$ cat src/rtl/tph_pkg.sv
package tph_pkg;
  localparam int N_STB = 4;

  typedef enum logic [2:0] {
    SH_IDLE, SH_LOAD, SH_LO, SH_HI, SH_WAIT, SH_LATCH
  } sh_state_e;

  typedef enum logic [1:0] {
    SQ_IDLE, SQ_ON, SQ_GAP
  } sq_state_e;
endpackage

$ cat src/rtl/tph_period_gate.sv
module tph_period_gate #(
  parameter int LINE_CYC = 120000
) (
  input  logic clk_i,
  input  logic rst_ni,
  input  logic start_i,
  input  logic idle_i,
  output logic launch_o
);
  localparam int PC_W = $clog2(LINE_CYC + 1);
  localparam logic [PC_W-1:0] PC_LOAD = PC_W'(LINE_CYC - 1);

  logic            pend_q;
  logic [PC_W-1:0] per_cnt_q;

  assign launch_o = pend_q && (per_cnt_q == '0) && idle_i;

  always_ff @(posedge clk_i or negedge rst_ni) begin
    if (!rst_ni) begin
      pend_q    <= 1'b0;
      per_cnt_q <= '0;
    end else if (launch_o) begin
      pend_q    <= start_i;
      per_cnt_q <= PC_LOAD;
    end else begin
      if (start_i) pend_q <= 1'b1;
      if (per_cnt_q != '0) per_cnt_q <= per_cnt_q - 1'b1;
    end
  end

  // a launch always leaves a full period before the next one
  p_period_reload_r9: assert property (@(posedge clk_i) disable iff (!rst_ni)
    launch_o |=> (per_cnt_q == PC_LOAD) && !launch_o);
endmodule

$ cat src/rtl/tph_dot_shifter.sv
module tph_dot_shifter
  import tph_pkg::*;
#(
  parameter int WORD_W    = 8,
  parameter int WORDS     = 216,
  parameter int SCLK_HALF = 3,
  parameter int LATCH_W   = 4
) (
  input  logic              clk_i,
  input  logic              rst_ni,
  input  logic              launch_i,
  input  logic [WORD_W-1:0] data_i,
  input  logic              valid_i,
  input  logic              seq_busy_i,
  output logic              ready_o,
  output logic              idle_o,
  output logic              sdata_o,
  output logic              sclk_o,
  output logic              latch_o,
  output logic              fire_o
);
  localparam int DIV_W = $clog2(SCLK_HALF + 1);
  localparam int BIT_W = $clog2(WORD_W + 1);
  localparam int WRD_W = $clog2(WORDS + 1);
  localparam int LAT_W = $clog2(LATCH_W + 1);
  localparam logic [DIV_W-1:0] DIV_LAST = DIV_W'(SCLK_HALF - 1);
  localparam logic [BIT_W-1:0] BIT_LAST = BIT_W'(WORD_W - 1);
  localparam logic [WRD_W-1:0] WRD_LAST = WRD_W'(WORDS - 1);
  localparam logic [LAT_W-1:0] LAT_LAST = LAT_W'(LATCH_W - 1);

  sh_state_e         st_q;
  logic [WORD_W-1:0] sreg_q;
  logic [DIV_W-1:0]  div_q;
  logic [BIT_W-1:0]  bit_q;
  logic [WRD_W-1:0]  wrd_q;
  logic [LAT_W-1:0]  lat_q;

  assign ready_o = (st_q == SH_LOAD);
  assign idle_o  = (st_q == SH_IDLE);
  assign sclk_o  = (st_q == SH_HI);
  assign latch_o = (st_q == SH_LATCH);
  assign sdata_o = sreg_q[WORD_W-1];
  assign fire_o  = (st_q == SH_LATCH) && (lat_q == LAT_LAST);

  always_ff @(posedge clk_i or negedge rst_ni) begin
    if (!rst_ni) begin
      st_q   <= SH_IDLE;
      sreg_q <= '0;
      div_q  <= '0;
      bit_q  <= '0;
      wrd_q  <= '0;
      lat_q  <= '0;
    end else begin
      unique case (st_q)
        SH_IDLE: if (launch_i) begin
          st_q  <= SH_LOAD;
          wrd_q <= '0;
        end
        SH_LOAD: if (valid_i) begin
          sreg_q <= data_i;
          bit_q  <= '0;
          div_q  <= '0;
          st_q   <= SH_LO;
        end
        SH_LO: if (div_q == DIV_LAST) begin
          div_q <= '0;
          st_q  <= SH_HI;
        end else begin
          div_q <= div_q + 1'b1;
        end
        SH_HI: if (div_q == DIV_LAST) begin
          div_q <= '0;
          if (bit_q == BIT_LAST) begin
            if (wrd_q == WRD_LAST) begin
              st_q <= SH_WAIT;
            end else begin
              wrd_q <= wrd_q + 1'b1;
              st_q  <= SH_LOAD;
            end
          end else begin
            bit_q  <= bit_q + 1'b1;
            sreg_q <= sreg_q << 1;
            st_q   <= SH_LO;
          end
        end else begin
          div_q <= div_q + 1'b1;
        end
        // hold latch until previous line's strobes are over
        SH_WAIT: if (!seq_busy_i) begin
          lat_q <= '0;
          st_q  <= SH_LATCH;
        end
        SH_LATCH: if (lat_q == LAT_LAST) begin
          st_q <= SH_IDLE;
        end else begin
          lat_q <= lat_q + 1'b1;
        end
        default: st_q <= SH_IDLE;
      endcase
    end
  end

  p_sdata_stable_r3: assert property (@(posedge clk_i) disable iff (!rst_ni)
    sclk_o |-> $stable(sdata_o));

  p_latch_after_stb_r10: assert property (@(posedge clk_i) disable iff (!rst_ni)
    latch_o |-> !seq_busy_i);
endmodule

$ cat src/rtl/tph_strobe_seq.sv
module tph_strobe_seq
  import tph_pkg::*;
#(
  parameter int TICK_DIV = 12,
  parameter int CNT_W    = 12
) (
  input  logic             clk_i,
  input  logic             rst_ni,
  input  logic             fire_i,
  input  logic [CNT_W-1:0] on_width_i,
  input  logic [CNT_W-1:0] off_gap_i,
  output logic             busy_o,
  output logic [N_STB-1:0] act_o,
  output logic             done_o
);
  localparam int PH_W  = $clog2(N_STB);
  localparam int PRE_W = $clog2(TICK_DIV + 1);
  localparam logic [PH_W-1:0]  PH_LAST  = PH_W'(N_STB - 1);
  localparam logic [PRE_W-1:0] PRE_LAST = PRE_W'(TICK_DIV - 1);

  sq_state_e        st_q;
  logic [PH_W-1:0]  ph_q;
  logic [PRE_W-1:0] pre_q;
  logic [CNT_W-1:0] tcnt_q;
  logic [CNT_W-1:0] on_q;
  logic [CNT_W-1:0] off_q;
  logic             tick_end;
  logic [CNT_W-1:0] lim;

  assign busy_o   = (st_q != SQ_IDLE);
  assign tick_end = (pre_q == PRE_LAST);
  assign lim      = (st_q == SQ_ON) ? on_q : off_q;

  for (genvar g = 0; g < N_STB; g++) begin : g_act
    assign act_o[g] = (st_q == SQ_ON) && (ph_q == PH_W'(g));
  end

  always_ff @(posedge clk_i or negedge rst_ni) begin
    if (!rst_ni) begin
      st_q   <= SQ_IDLE;
      ph_q   <= '0;
      pre_q  <= '0;
      tcnt_q <= '0;
      on_q   <= '0;
      off_q  <= '0;
      done_o <= 1'b0;
    end else begin
      done_o <= 1'b0;
      unique case (st_q)
        SQ_IDLE: if (fire_i) begin
          on_q   <= (on_width_i == '0) ? CNT_W'(1) : on_width_i;
          off_q  <= off_gap_i;
          ph_q   <= '0;
          pre_q  <= '0;
          tcnt_q <= '0;
          st_q   <= SQ_ON;
        end
        SQ_ON, SQ_GAP: if (tick_end) begin
          pre_q <= '0;
          if (tcnt_q == lim - 1'b1) begin
            tcnt_q <= '0;
            if (st_q == SQ_GAP) begin
              ph_q <= ph_q + 1'b1;
              st_q <= SQ_ON;
            end else if (ph_q == PH_LAST) begin
              st_q   <= SQ_IDLE;
              done_o <= 1'b1;
            end else if (off_q == '0) begin
              ph_q <= ph_q + 1'b1;
            end else begin
              st_q <= SQ_GAP;
            end
          end else begin
            tcnt_q <= tcnt_q + 1'b1;
          end
        end else begin
          pre_q <= pre_q + 1'b1;
        end
        default: st_q <= SQ_IDLE;
      endcase
    end
  end

  p_one_strobe_r5: assert property (@(posedge clk_i) disable iff (!rst_ni)
    $onehot0(act_o));

  p_done_single_r11: assert property (@(posedge clk_i) disable iff (!rst_ni)
    done_o |=> !done_o);

  p_done_on_fall_r11: assert property (@(posedge clk_i) disable iff (!rst_ni)
    done_o |-> ($past(act_o[N_STB-1]) && !act_o[N_STB-1]));

  p_first_phase_r5: assert property (@(posedge clk_i) disable iff (!rst_ni)
    $rose(busy_o) |-> act_o[0]);
endmodule

$ cat src/rtl/tph_line_ctrl.sv
module tph_line_ctrl
  import tph_pkg::*;
#(
  parameter int DOTS       = 1728,
  parameter int WORD_W     = 8,
  parameter int SCLK_HALF  = 3,
  parameter int TICK_DIV   = 12,
  parameter int LINE_TICKS = 10000,
  parameter int LATCH_W    = 4,
  parameter int CNT_W      = 12
) (
  input  logic              clk_i,
  input  logic              rst_ni,
  input  logic              start_i,
  input  logic [WORD_W-1:0] data_i,
  input  logic              valid_i,
  output logic              ready_o,
  input  logic              stb_pol_i,
  input  logic [CNT_W-1:0]  on_width_i,
  input  logic [CNT_W-1:0]  off_gap_i,
  output logic              sdata_o,
  output logic              sclk_o,
  output logic              latch_o,
  output logic [3:0]        stb_o,
  output logic              line_done_o
);
  localparam int WORDS    = DOTS / WORD_W;
  localparam int LINE_CYC = LINE_TICKS * TICK_DIV;

  logic             launch;
  logic             sh_idle;
  logic             fire;
  logic             seq_busy;
  logic [N_STB-1:0] act;

  tph_period_gate #(.LINE_CYC(LINE_CYC)) u_gate (
    .clk_i    (clk_i),
    .rst_ni   (rst_ni),
    .start_i  (start_i),
    .idle_i   (sh_idle),
    .launch_o (launch)
  );

  tph_dot_shifter #(
    .WORD_W    (WORD_W),
    .WORDS     (WORDS),
    .SCLK_HALF (SCLK_HALF),
    .LATCH_W   (LATCH_W)
  ) u_shift (
    .clk_i      (clk_i),
    .rst_ni     (rst_ni),
    .launch_i   (launch),
    .data_i     (data_i),
    .valid_i    (valid_i),
    .seq_busy_i (seq_busy),
    .ready_o    (ready_o),
    .idle_o     (sh_idle),
    .sdata_o    (sdata_o),
    .sclk_o     (sclk_o),
    .latch_o    (latch_o),
    .fire_o     (fire)
  );

  tph_strobe_seq #(.TICK_DIV(TICK_DIV), .CNT_W(CNT_W)) u_seq (
    .clk_i      (clk_i),
    .rst_ni     (rst_ni),
    .fire_i     (fire),
    .on_width_i (on_width_i),
    .off_gap_i  (off_gap_i),
    .busy_o     (seq_busy),
    .act_o      (act),
    .done_o     (line_done_o)
  );

  for (genvar g = 0; g < N_STB; g++) begin : g_pol
    assign stb_o[g] = act[g] ~^ stb_pol_i;
  end

  p_idle_level_r8: assert property (@(posedge clk_i) disable iff (!rst_ni)
    !seq_busy |-> (stb_o == {N_STB{~stb_pol_i}}));
endmodule

$ cat config.mk
export PLATFORM = sky130hd
export DESIGN_NAME = tph_line_ctrl
export DESIGN_NICKNAME = d
export VERILOG_FILES = /design/src/rtl/tph_pkg.sv /design/src/rtl/tph_period_gate.sv /design/src/rtl/tph_dot_shifter.sv /design/src/rtl/tph_strobe_seq.sv /design/src/rtl/tph_line_ctrl.sv
export SDC_FILE = /design/constraint.sdc
export NUM_CORES = 1
export LEC_CHECK = 0
export BUFFER_PORTS_ARGS = -buffer_cell sky130_fd_sc_hd__buf_2
export CORE_AREA = 2 2 102 104
export DETAILED_ROUTE_END_ITERATION = 8
export DIE_AREA = 0 0 104 106
export PLACE_DENSITY = 0.74
export SLEW_MARGIN = 0
export SYNTH_ARGS = -nofsm -noshare
export SYNTH_HDL_FRONTEND = slang
export SYNTH_SLANG_ARGS = --single-unit
$ cat constraint.sdc
create_clock -name clk_i -period 3.4 [get_ports clk_i]
set_input_delay 0.17 -clock clk_i [delete_from_list [all_inputs] [get_ports clk_i]]
set_output_delay 0.17 -clock clk_i [all_outputs]
set_load 0.1 [all_outputs]
==> results of run 1 <==
state kept, by name (all words and copies together) (netlist names), 2 cells and up:
name              count
u_gate.per_cnt_q     17
u_seq.off_q          12
u_seq.on_q           12
u_seq.ph_q            2
u_seq.pre_q           4
u_seq.st_q            2
u_seq.tcnt_q         12
u_shift.bit_q         4
u_shift.div_q         2
u_shift.lat_q         3
u_shift.sreg_q        8
u_shift.st_q          3
u_shift.wrd_q         8
routing by layer:
layer	track usage [%]	wire, µm
met1	26.0	4920
met2	36.6	5590
met3	3.13	288
met4	6.85	161
met5	0	0
what timing repair did:
action / CTS / global route
resized for setup: 0 / 9
endpoints found under the setup margin: 0 / 17
hold buffers: 2 / 0
hold endpoints to repair: 74 / 0
buffers inserted: 0 / 2
metrics by stage:
step,cell area [µm²],util [%],power [µW],hold slack (ns)
detailed placement,5590,55.9,2390,0.365
finish,5910,59.1,3240,0.0217
floorplan,5220,-,2150,-0.126
global placement,5590,55.9,2330,0.351
global route,5910,59.1,3440,0.0106
CTS,5840,58.4,3250,0.0141
power by group:
group | internal (µW) | switching (µW) | total, µW
clock network | 426 | 431 | 857
logic | 361 | 534 | 895
registers | 1280 | 200 | 1480
how the worst min path moves through the flow:
stage                      end  slack (ns)  cells past startpoint
5_1_grt         u_seq.off_q[6]        0.01                      2
6_report       u_seq.off_q[11]        0.02                      2
3_5_place_dp    u_seq.off_q[2]        0.37                      1
4_1_cts        u_seq.off_q[11]        0.01                      2
3_3_place_gp     u_gate.pend_q        0.35                      2
2_1_floorplan    u_gate.pend_q       -0.13                      0
critical path, stage by stage, from the launching register on:
cell	delay [ns]
dfrtp_1	0.45
ha_4	0.22
buf_12	0.15
nor4_4	0.33
o22ai_4	0.14
or4_1	0.53
and3_1	0.20
o31a_1	0.36
o21ai_4	0.22
buf_4	0.18
a2bb2oi_1	0.20
o31ai_2	0.09
cell type report:
type	count	area, µm²
Tap cell	136	170
Multi-Input combinational cell	389	2800
Clock buffer	9	124
Inverter	20	75.1
Fill cell	863	4090
Timing Repair Buffer	60	358
Sequential cell	91	2280
Clock inverter	7	105
cells by family (layout without fill, tap and decap cells):
logic type	count (synthesis)	in the layout	share of synthesized area [%]
adder cells (fa/ha/maj)	17	17	4.09
AO/OA/AOI/OAI	98	98	13.5
XOR/XNOR	40	40	6.74
flip-flops	91	91	43.8
buffers and inverters	41	96	3.44
AND/OR/NAND/NOR	186	186	18.4
multiplexers	48	48	9.92
cells in the final DEF, fill, tap and decap left out, drive strengths merged, types with 4 or more instances in the layout:
| master | count |
|---|---|
| and2 | 5 |
| mux2i | 20 |
| xnor2 | 19 |
| mux2 | 28 |
| nor4 | 10 |
| a22o | 6 |
| ha | 17 |
| or3 | 4 |
| nand4 | 8 |
| a21oi | 14 |
| o2bb2ai | 4 |
| or2 | 5 |
| nand2 | 55 |
| a2bb2oi | 5 |
| nor2 | 31 |
| and3 | 7 |
| o31ai | 9 |
| nor3 | 19 |
| clkbuf | 9 |
| dfrtp | 91 |
| nand3 | 21 |
| o21ai | 32 |
| inv | 23 |
| or4 | 6 |
| xor2 | 21 |
| a31oi | 6 |
| buf | 58 |
==> summary.md, run 1 <==
| Metric | Value |
|---|---|
| Number of synthesized flops with an enable pin | `0` |
| Startpoint Class | `flip-flop` |
| Main synth FF type | `dfrtp_1` |
| R2r endpoint | `u_seq.tcnt_q[10]` |
| # nets final | `between 600 and 700` |
| Gr usage total | `around 21%` |
| Ports | `46` |
| Detailed Route WL | `11.0 mm` |
| CTS Buffer Depth | `2` |
| Post-route DRC | `0` |
| Crit path max fanout | `19` |
| Critical Path AT | `approximately 3.5 ns` |
| Largest net degree at the start of global routing | `75` |
| Fin Clk Skew | `0.0194 ns` |
| Fin crit period | `roughly 3.2 ns` |
| Num rows | `37` |
| Post-Syn Area | `between 5000 and 6000 µm²` |
| First-pass GRT wire length | `18.8 mm` |
| Clock buffer count from CTS | `9` |
| Worst-Skew Late Latency | `about 0.37 ns` |
| Mean Syn Cell Area | `between 9 and 10 µm²` |
| Mapped Cells | `521` |
| Yosys warns | `0` |
| Layout Area Growth over Synthesis | `13.8%` |
| Relative slew slack | `a little under two fifths` |
| Pins over their slew limit | `0` |
| Initial Utilization | `about half` |
| Die area | `11000 µm²` |
| Largest cells by area after synthesis | `dfrtp_1 44%, mux2_2 6.1%, ha_1 4.1%` |
| CP endpoint | `u_seq.tcnt_q[10]` |
| Flops & latches, synth | `slightly above 90` |
| Area leader, netlist | `dfrtp_1` |
| Fin. Hold Viols | `0` |
| Antenna-violating nets left | `0` |
| HP Class | `in -> reg` |
| Layout cell share with drive strength beyond 1 | `between 20 and 25%` |
| Placed insts | `692` |
| Status | `finished, final reports clean` |
| H-tree depth | `3` |
| Hold Path Origin | `off_gap_i[11]` |
| CTS root buf | `clkbuf_8` |
| Clock-pin slew on the worst setup and hold paths | `0.11 ns` |
| Non-Filler Instances | `712` |
| CORE AREA | `about 10000 µm²` |
| Final worst path period share | `94.3%` |
| Via density | `5.67` |
| Syn Nets | `575` |
| Seq/Total Area, Yosys | `between 40% and 50%` |
| Fraction of registers with async set/reset | `between 90% and 100%` |
| Dpl ws | `around 0.062 ns` |
| DR vias | `4034` |
| Worst reg-to-reg path cell count | `11` |
| Initial DRC Count | `163` |
| CP Capture Type | `flip-flop` |
| FF-to-FF setup slack | `between 0.15 and 0.2 ns` |
| Worst r2r src | `u_seq.st_q[0]` |
| Clk sink count | `91` |
| RD Place Congestion | `0.839` |
| Total Negative Setup Slacks | `0 ns` |
| Worst Setup SP | `u_seq.st_q[0]` |
| Worst Tran Pin Value | `approximately 0.94 ns` |
| Initial antenna violation count | `0` |
| Most frequent cell after synthesis | `dfrtp_1` |
| PortBufs | `45` |
| Post-route setup slack | `a little under 0.2 ns` |
| DIE HEIGHT | `106 µm` |
| Commonest cells post-synth | `91 x dfrtp_1, 55 x nand2_1, 31 x nor2_1` |
| Synth unique cells | `61` |
| N_diodes | `0` |
| Global route overflow | `0` |
| Worst VDD drop | `around 0.44 mV` |
| HPWL Detailed | `about 8 mm` |
| Die W | `approximately 100 µm` |
| Vias in the first global route | `between 4k and 5k` |
| Fmax | `between 300 and 400 MHz` |
| Max_cap viols | `0` |
| Lkg Pwr | `approximately 0.0026 µW` |
| Synth top area share | `approximately 44%` |
| Pwr per Cell Area | `between 500 and 600 nW/µm²` |
| CTS tree | `done` |
| Critical path required time | `roughly 3.7 ns` |
| # setup viols final | `0` |
| CP Class | `reg -> reg` |
| Detailed Routing Iterations Pass 1 | `4` |
| WL/cell | `about 15 µm` |
| RSZ-0062 raised after global routing | `false` |
(Power assumes the default switching activity.)
==> inputs of run 2 (changes only) <==
--- a/config.mk
+++ b/config.mk
@@ -10,6 +10,7 @@
 export DETAILED_ROUTE_END_ITERATION = 8
 export DIE_AREA = 0 0 104 106
 export PLACE_DENSITY = 0.74
+export RECOVER_POWER = 25
 export SLEW_MARGIN = 0
 export SYNTH_ARGS = -nofsm -noshare
 export SYNTH_HDL_FRONTEND = slang
==> summary.md, run 2 (synthesis gave the netlist of run 1 again) <==
| Metric | Value |
|---|---|
| Status | `finished with violations` |
| Violated checks | `max-capacitance violations, max-slew violations` |
| Detailed Routing Iterations Pass 1 | `4` |
| Dpl ws | `about 0.062 ns` |
| CTS root buf | `clkbuf_8` |
| Pwr per Cell Area | `548 nW/µm²` |
| Worst VDD drop | `approximately 0.44 mV` |
| Detailed Route WL | `11.0 mm` |
| Antenna-violating nets left | `0` |
| Fin. Hold Viols | `0` |
| Initial antenna violation count | `0` |
| Total Power | `about 3200 µW` |
| CTS Buffer Depth | `2` |
| DIE HEIGHT | `~110 µm` |
| Most common cell after layout, fill and taps aside | `dfrtp_1` |
| Startpoint Class | `flip-flop` |
| CP Class | `reg -> reg` |
| PortBufs | `45` |
| FILL cells | `864` |
| Critical path required time | `between 3 and 4 ns` |
| Vias in the first global route | `4058` |
| Worst-Skew Late Latency | `0.37 ns` |
| Gr usage total | `20.7%` |
| Layout Area Growth over Synthesis | `13.7%` |
| Critical path buffers and inverters | `2` |
| Total Negative Setup Slacks | `0 ns` |
| Pins over their slew limit | `between 70 and 80` |
| Fin crit period | `~3.2 ns` |
| Final worst path period share | `between 90% and 100%` |
| Layout cell share with drive strength beyond 1 | `around 23%` |
| Post-route setup slack | `~0.19 ns` |
| Via density | `roughly 5.7` |
| Commonest cells after routing, fill and taps aside | `91 x dfrtp_1, 55 x nand2_1, 44 x buf_2` |
| CTS tree | `done` |
| Relative slew slack | `-22.2%` |
| RD Place Congestion | `between 0.8 and 0.9` |
| Fin Clk Skew | `around 0.02 ns` |
| Num rows | `37` |
| Worst path slowest cell | `or4_1` |
| Post-route DRC | `0` |
| Largest net degree at the start of global routing | `75` |
| Top reg by flops | `u_gate.per_cnt_q` |
| Ports | `46` |
| Initial Utilization | `52.0%` |
| Cell family with most CP delay | `simple AND/OR/NAND/NOR gates` |
| Cell Chain, Critical Path | `ha_4 > buf_12 > nor4_4 > o22ai_4 > or4_1 > and3_1 > o31a_1 > o21ai_4 > buf_4 > a2bb2oi_1 > o31ai_2` |
| Initial DRC Count | `approximately 160` |
| N_diodes | `0` |
| WL/cell | `roughly 15 µm` |
| Die W | `104 µm` |
| Multi-input logic area | `about 2800 µm²` |
| CP Capture Type | `flip-flop` |
| Global route overflow | `0` |
| Die area | `about 11000 µm²` |
| # setup viols final | `0` |
| Max_cap viols | `1` |
| Clk sink count | `just over 90` |
| Clock-pin slew on the worst setup and hold paths | `~0.11 ns` |
| HP Class | `in -> reg` |
| # nets final | `roughly 630` |
| DR vias | `around 4.0k` |
| Register area | `between 2000 and 2500 µm²` |
| FF-to-FF setup slack | `a little under 0.2 ns` |
| RSZ-0062 raised after global routing | `false` |
| CORE AREA | `~10000 µm²` |
| Lkg Pwr | `0.00260 µW` |
| Clock buffer count from CTS | `9` |
| HPWL Detailed | `around 8 mm` |
| Fmax | `roughly 310 MHz` |
| Critical Path Max Stage Delay | `0.53 ns` |
| Critical Path AT | `3.45 ns` |
| First-pass GRT wire length | `~19 mm` |
| H-tree depth | `3` |
| Worst Tran Pin Value | `roughly 1.8 ns` |
| Crit path max fanout | `19` |
| Max reg flops | `17` |
## run 2: cell count changes in the layout (fill, tap and decap cells not counted), sizes merged
cell	previous run	this run
buf	58	57
clkbuf	9	10
## run 2: report_power, final
group | leakage [µW] | internal (µW) | switching (µW)
clock | 0.000112 | 426 | 431
combinational | 0.00139 | 361 | 534
sequential | 0.00110 | 1280 | 200
## run 2: final cells by class
cell class              count  share of cell area [%]
multi-input cells         389                    47.4
well taps                 136                    2.88
clock inverters             7                    1.78
clock buffers               9                    2.10
flip-flops and latches     91                    38.5
repair buffers             60                    6.01
inverters                  20                    1.27
## run 2: final timing paths
check,end,cells past startpoint,from
min in group asynchronous,u_seq.ph_q[1],2,rst_ni
hold / removal,u_seq.off_q[11],2,off_gap_i[11]
setup / recovery,u_seq.tcnt_q[10],11,u_seq.st_q[0]
setup reg to reg,u_seq.tcnt_q[10],11,u_seq.st_q[0]
max in group asynchronous,u_shift.sreg_q[2],3,rst_ni
hold reg to reg,u_gate.per_cnt_q[11],1,u_gate.per_cnt_q[11]
## run 2: per-layer routing
layer	track usage [%]	vias up	part of all wire, %
li1	-	1970	-
met1	26.0	1983	45
met2	36.6	67	51
met3	3.13	14	2.6
met4	6.85	0	1.5
met5	0	-	0
## run 2: metrics by stage
step / utilization, % / instance area, µm² / cells / hold slack, ns
after global routing: 59.1 / 5910 / 712 / 0.0106
after floorplan: - / 5220 / 521 / -0.126
after global placement: 55.9 / 5590 / 692 / 0.351
after detailed placement: 55.9 / 5590 / 692 / 0.365
final: 59.1 / 5910 / 712 / 0.0217
after CTS: 58.4 / 5840 / 710 / 0.0141
## run 2: repair_timing
item                       in CTS  in global routing
hold buffers                    2                  0
resized for setup               0                  9
hold endpoints to repair       74                  0
setup endpoints to repair       0                 17
buffers inserted                0                  2
==> inputs of run 3 (changes only) <==
--- a/config.mk
+++ b/config.mk
@@ -6,9 +6,9 @@
 export NUM_CORES = 1
 export LEC_CHECK = 0
 export BUFFER_PORTS_ARGS = -buffer_cell sky130_fd_sc_hd__buf_2
-export CORE_AREA = 2 2 102 104
+export CORE_AREA = 5 5 105 107
 export DETAILED_ROUTE_END_ITERATION = 8
-export DIE_AREA = 0 0 104 106
+export DIE_AREA = 0 0 110 112
 export PLACE_DENSITY = 0.74
 export RECOVER_POWER = 25
 export SLEW_MARGIN = 0
==> summary.md, run 3 (synthesis gave the netlist of run 1 again) <==
| Metric | Value |
|---|---|
| Status | `finished with violations` |
| Violated checks | `max-capacitance violations, max-slew violations` |
| Placed insts | `693` |
| Multi-input logic area | `approximately 2800 µm²` |
| Clock-pin slew on the worst setup and hold paths | `about 0.090 ns` |
| Fin crit period | `between 3 and 4 ns` |
| DR vias | `~4k` |
| Initial DRC Count | `about 170` |
| Dpl ws | `-0.0734 ns` |
| Critical Path AT | `around 3.5 ns` |
| Non-Filler Instances | `710` |
| Cell Chain, Critical Path | `ha_4 > buf_4 > nor4_2 > o22ai_2 > or4_1 > and3_1 > o31a_1 > o21ai_4 > buf_4 > nand3_2 > o2bb2ai_1` |
| Fin Clk Skew | `between 0.008 and 0.009 ns` |
| First-pass GRT wire length | `18.9 mm` |
| Register area | `2280 µm²` |
| Largest net degree at the start of global routing | `85` |
| Max reg flops | `17` |
| HPWL Detailed | `8.11 mm` |
| Worst path slowest cell | `or4_1` |
| Most common cell after layout, fill and taps aside | `dfrtp_1` |
| Pwr per Cell Area | `533 nW/µm²` |
| RSZ-0062 raised after global routing | `false` |
| Fin. Hold Viols | `0` |
| N_diodes | `0` |
| Top reg by flops | `u_gate.per_cnt_q` |
| Post CTS Setup Buffer Count | `0` |
| Layout Area Growth over Synthesis | `12.3%` |
| DIE HEIGHT | `112 µm` |
| Gr usage total | `18.8%` |
| Pins over their slew limit | `85` |
| Ports | `between 40 and 50` |
| Layout cell share with drive strength beyond 1 | `approximately 22%` |
| Startpoint Class | `flip-flop` |
| CP Capture Type | `flip-flop` |
| Die W | `between 100 and 150 µm` |
| Cell repeated most along the worst path | `buf_4` |
| Worst-Skew Late Latency | `0.35 ns` |
| Final worst path period share | `between 90% and 100%` |
| Relative slew slack | `-39.7%` |
| Worst VDD drop | `~0.38 mV` |
| Clock buffer count from CTS | `9` |
| CP Class | `reg -> reg` |
| Clk sink count | `91` |
| FILL cells | `approximately 840` |
| RD Place Congestion | `0.888` |
| Worst Tran Pin Value | `~2.1 ns` |
| Die area | `between 10000 and 15000 µm²` |
| Critical path required time | `3.64 ns` |
| Post-route setup slack | `around 0.13 ns` |
| Num rows | `37` |
| HP Class | `in -> reg` |
| WL/cell | `approximately 15 µm` |
| Antenna-violating nets left | `0` |
| Initial Utilization | `between 50 and 60%` |
| Fmax | `a little over 300 MHz` |
| CTS root buf | `clkbuf_8` |
| Lkg Pwr | `about 0.0026 µW` |
| CTS tree | `done` |
| Detailed Routing Iterations Pass 1 | `4` |
| H-tree depth | `3` |
| PortBufs | `45` |
| CTS Buffer Depth | `2` |
| Crit path max fanout | `8` |
| Post-route DRC | `0` |
| # nets final | `between 600 and 700` |
| Vias in the first global route | `between 4k and 5k` |
| CORE AREA | `~10000 µm²` |
| # setup viols final | `0` |
| Critical Path Max Stage Delay | `about 0.55 ns` |
| Via density | `between 5 and 6` |
| Detailed Route WL | `roughly 11 mm` |
| Max_cap viols | `1` |
| Initial antenna violation count | `0` |
| Global route overflow | `0` |
| Commonest cells after routing, fill and taps aside | `91 x dfrtp_1, 55 x nand2_1, 44 x buf_2` |
run 3: worst paths after layout:
check | startpoint | endpoint | slack, ns | cells past startpoint
setup / recovery | u_seq.st_q[0] | u_seq.st_q[1] | 0.13 | 11
hold / removal | off_gap_i[5] | u_seq.off_q[5] | 0.05 | 2
setup reg to reg | u_seq.st_q[0] | u_seq.st_q[1] | 0.13 | 11
hold reg to reg | u_gate.pend_q | u_gate.pend_q | 0.48 | 1
max in group asynchronous | rst_ni | u_shift.lat_q[2] | 1.74 | 1
min in group asynchronous | rst_ni | u_seq.ph_q[0] | 0.35 | 1
run 3: timing repair:
| action | 4_1_cts | 5_1_grt |
|---|---|---|
| hold buffers | 1 | 0 |
| endpoints found under the hold margin | 1 | 0 |
| gates resized for setup | 2 | 5 |
| setup endpoints to repair | 9 | 15 |
| pin swaps | 0 | 2 |
run 3: power by group:
part	internal, µW	leakage, µW	switching [µW]	total, µW
combinational	361	0.00139	534	895
clock	364	0.0000943	366	730
sequential	1280	0.00110	201	1490
total	2010	0.00258	1100	3110
run 3: cell type report:
| type | instances | share of cell area (%) |
|---|---|---|
| Tap cell | 136 | 2.92 |
| Inverter | 20 | 1.29 |
| Clock inverter | 3 | 0.794 |
| Clock buffer | 13 | 2.55 |
| Sequential cell | 91 | 39.0 |
| Multi-Input combinational cell | 389 | 47.8 |
| Timing Repair Buffer | 58 | 5.58 |
run 3: worst max-delay path: cells and delay by family, from the launching register on:
kind | cells | cell delay (ns)
AOI/OAI and AO/OA | 4 | 0.96
DFF | 1 | 0.45
and+or+nand+nor | 4 | 1.18
adders and majority gates | 1 | 0.22
buffers and inverters | 2 | 0.34
run 3: through the flow:
stage               hold WS, ns  TNS (ns)  util (%)  cell area, µm²  power [µW]
floorplan                -0.126         0         -            5220        2150
global placement          0.353         0      55.6            5590        2330
detailed placement        0.353    -0.422      55.6            5590        2390
CTS                      0.0339         0      57.7            5800        3140
global route             0.0232         0      58.1            5830        3330
finish                   0.0483         0      58.1            5830        3110
run 3: layer usage:
layer  part of all wire (%)  global-route usage, %  vias to the layer above
met5                      0                      0                        -
met3                    3.9                   4.87                       14
met1                     42                   23.4                     1978
met4                    1.3                   4.41                        0
li1                       -                      -                     1968
met2                     52                   32.6                       82
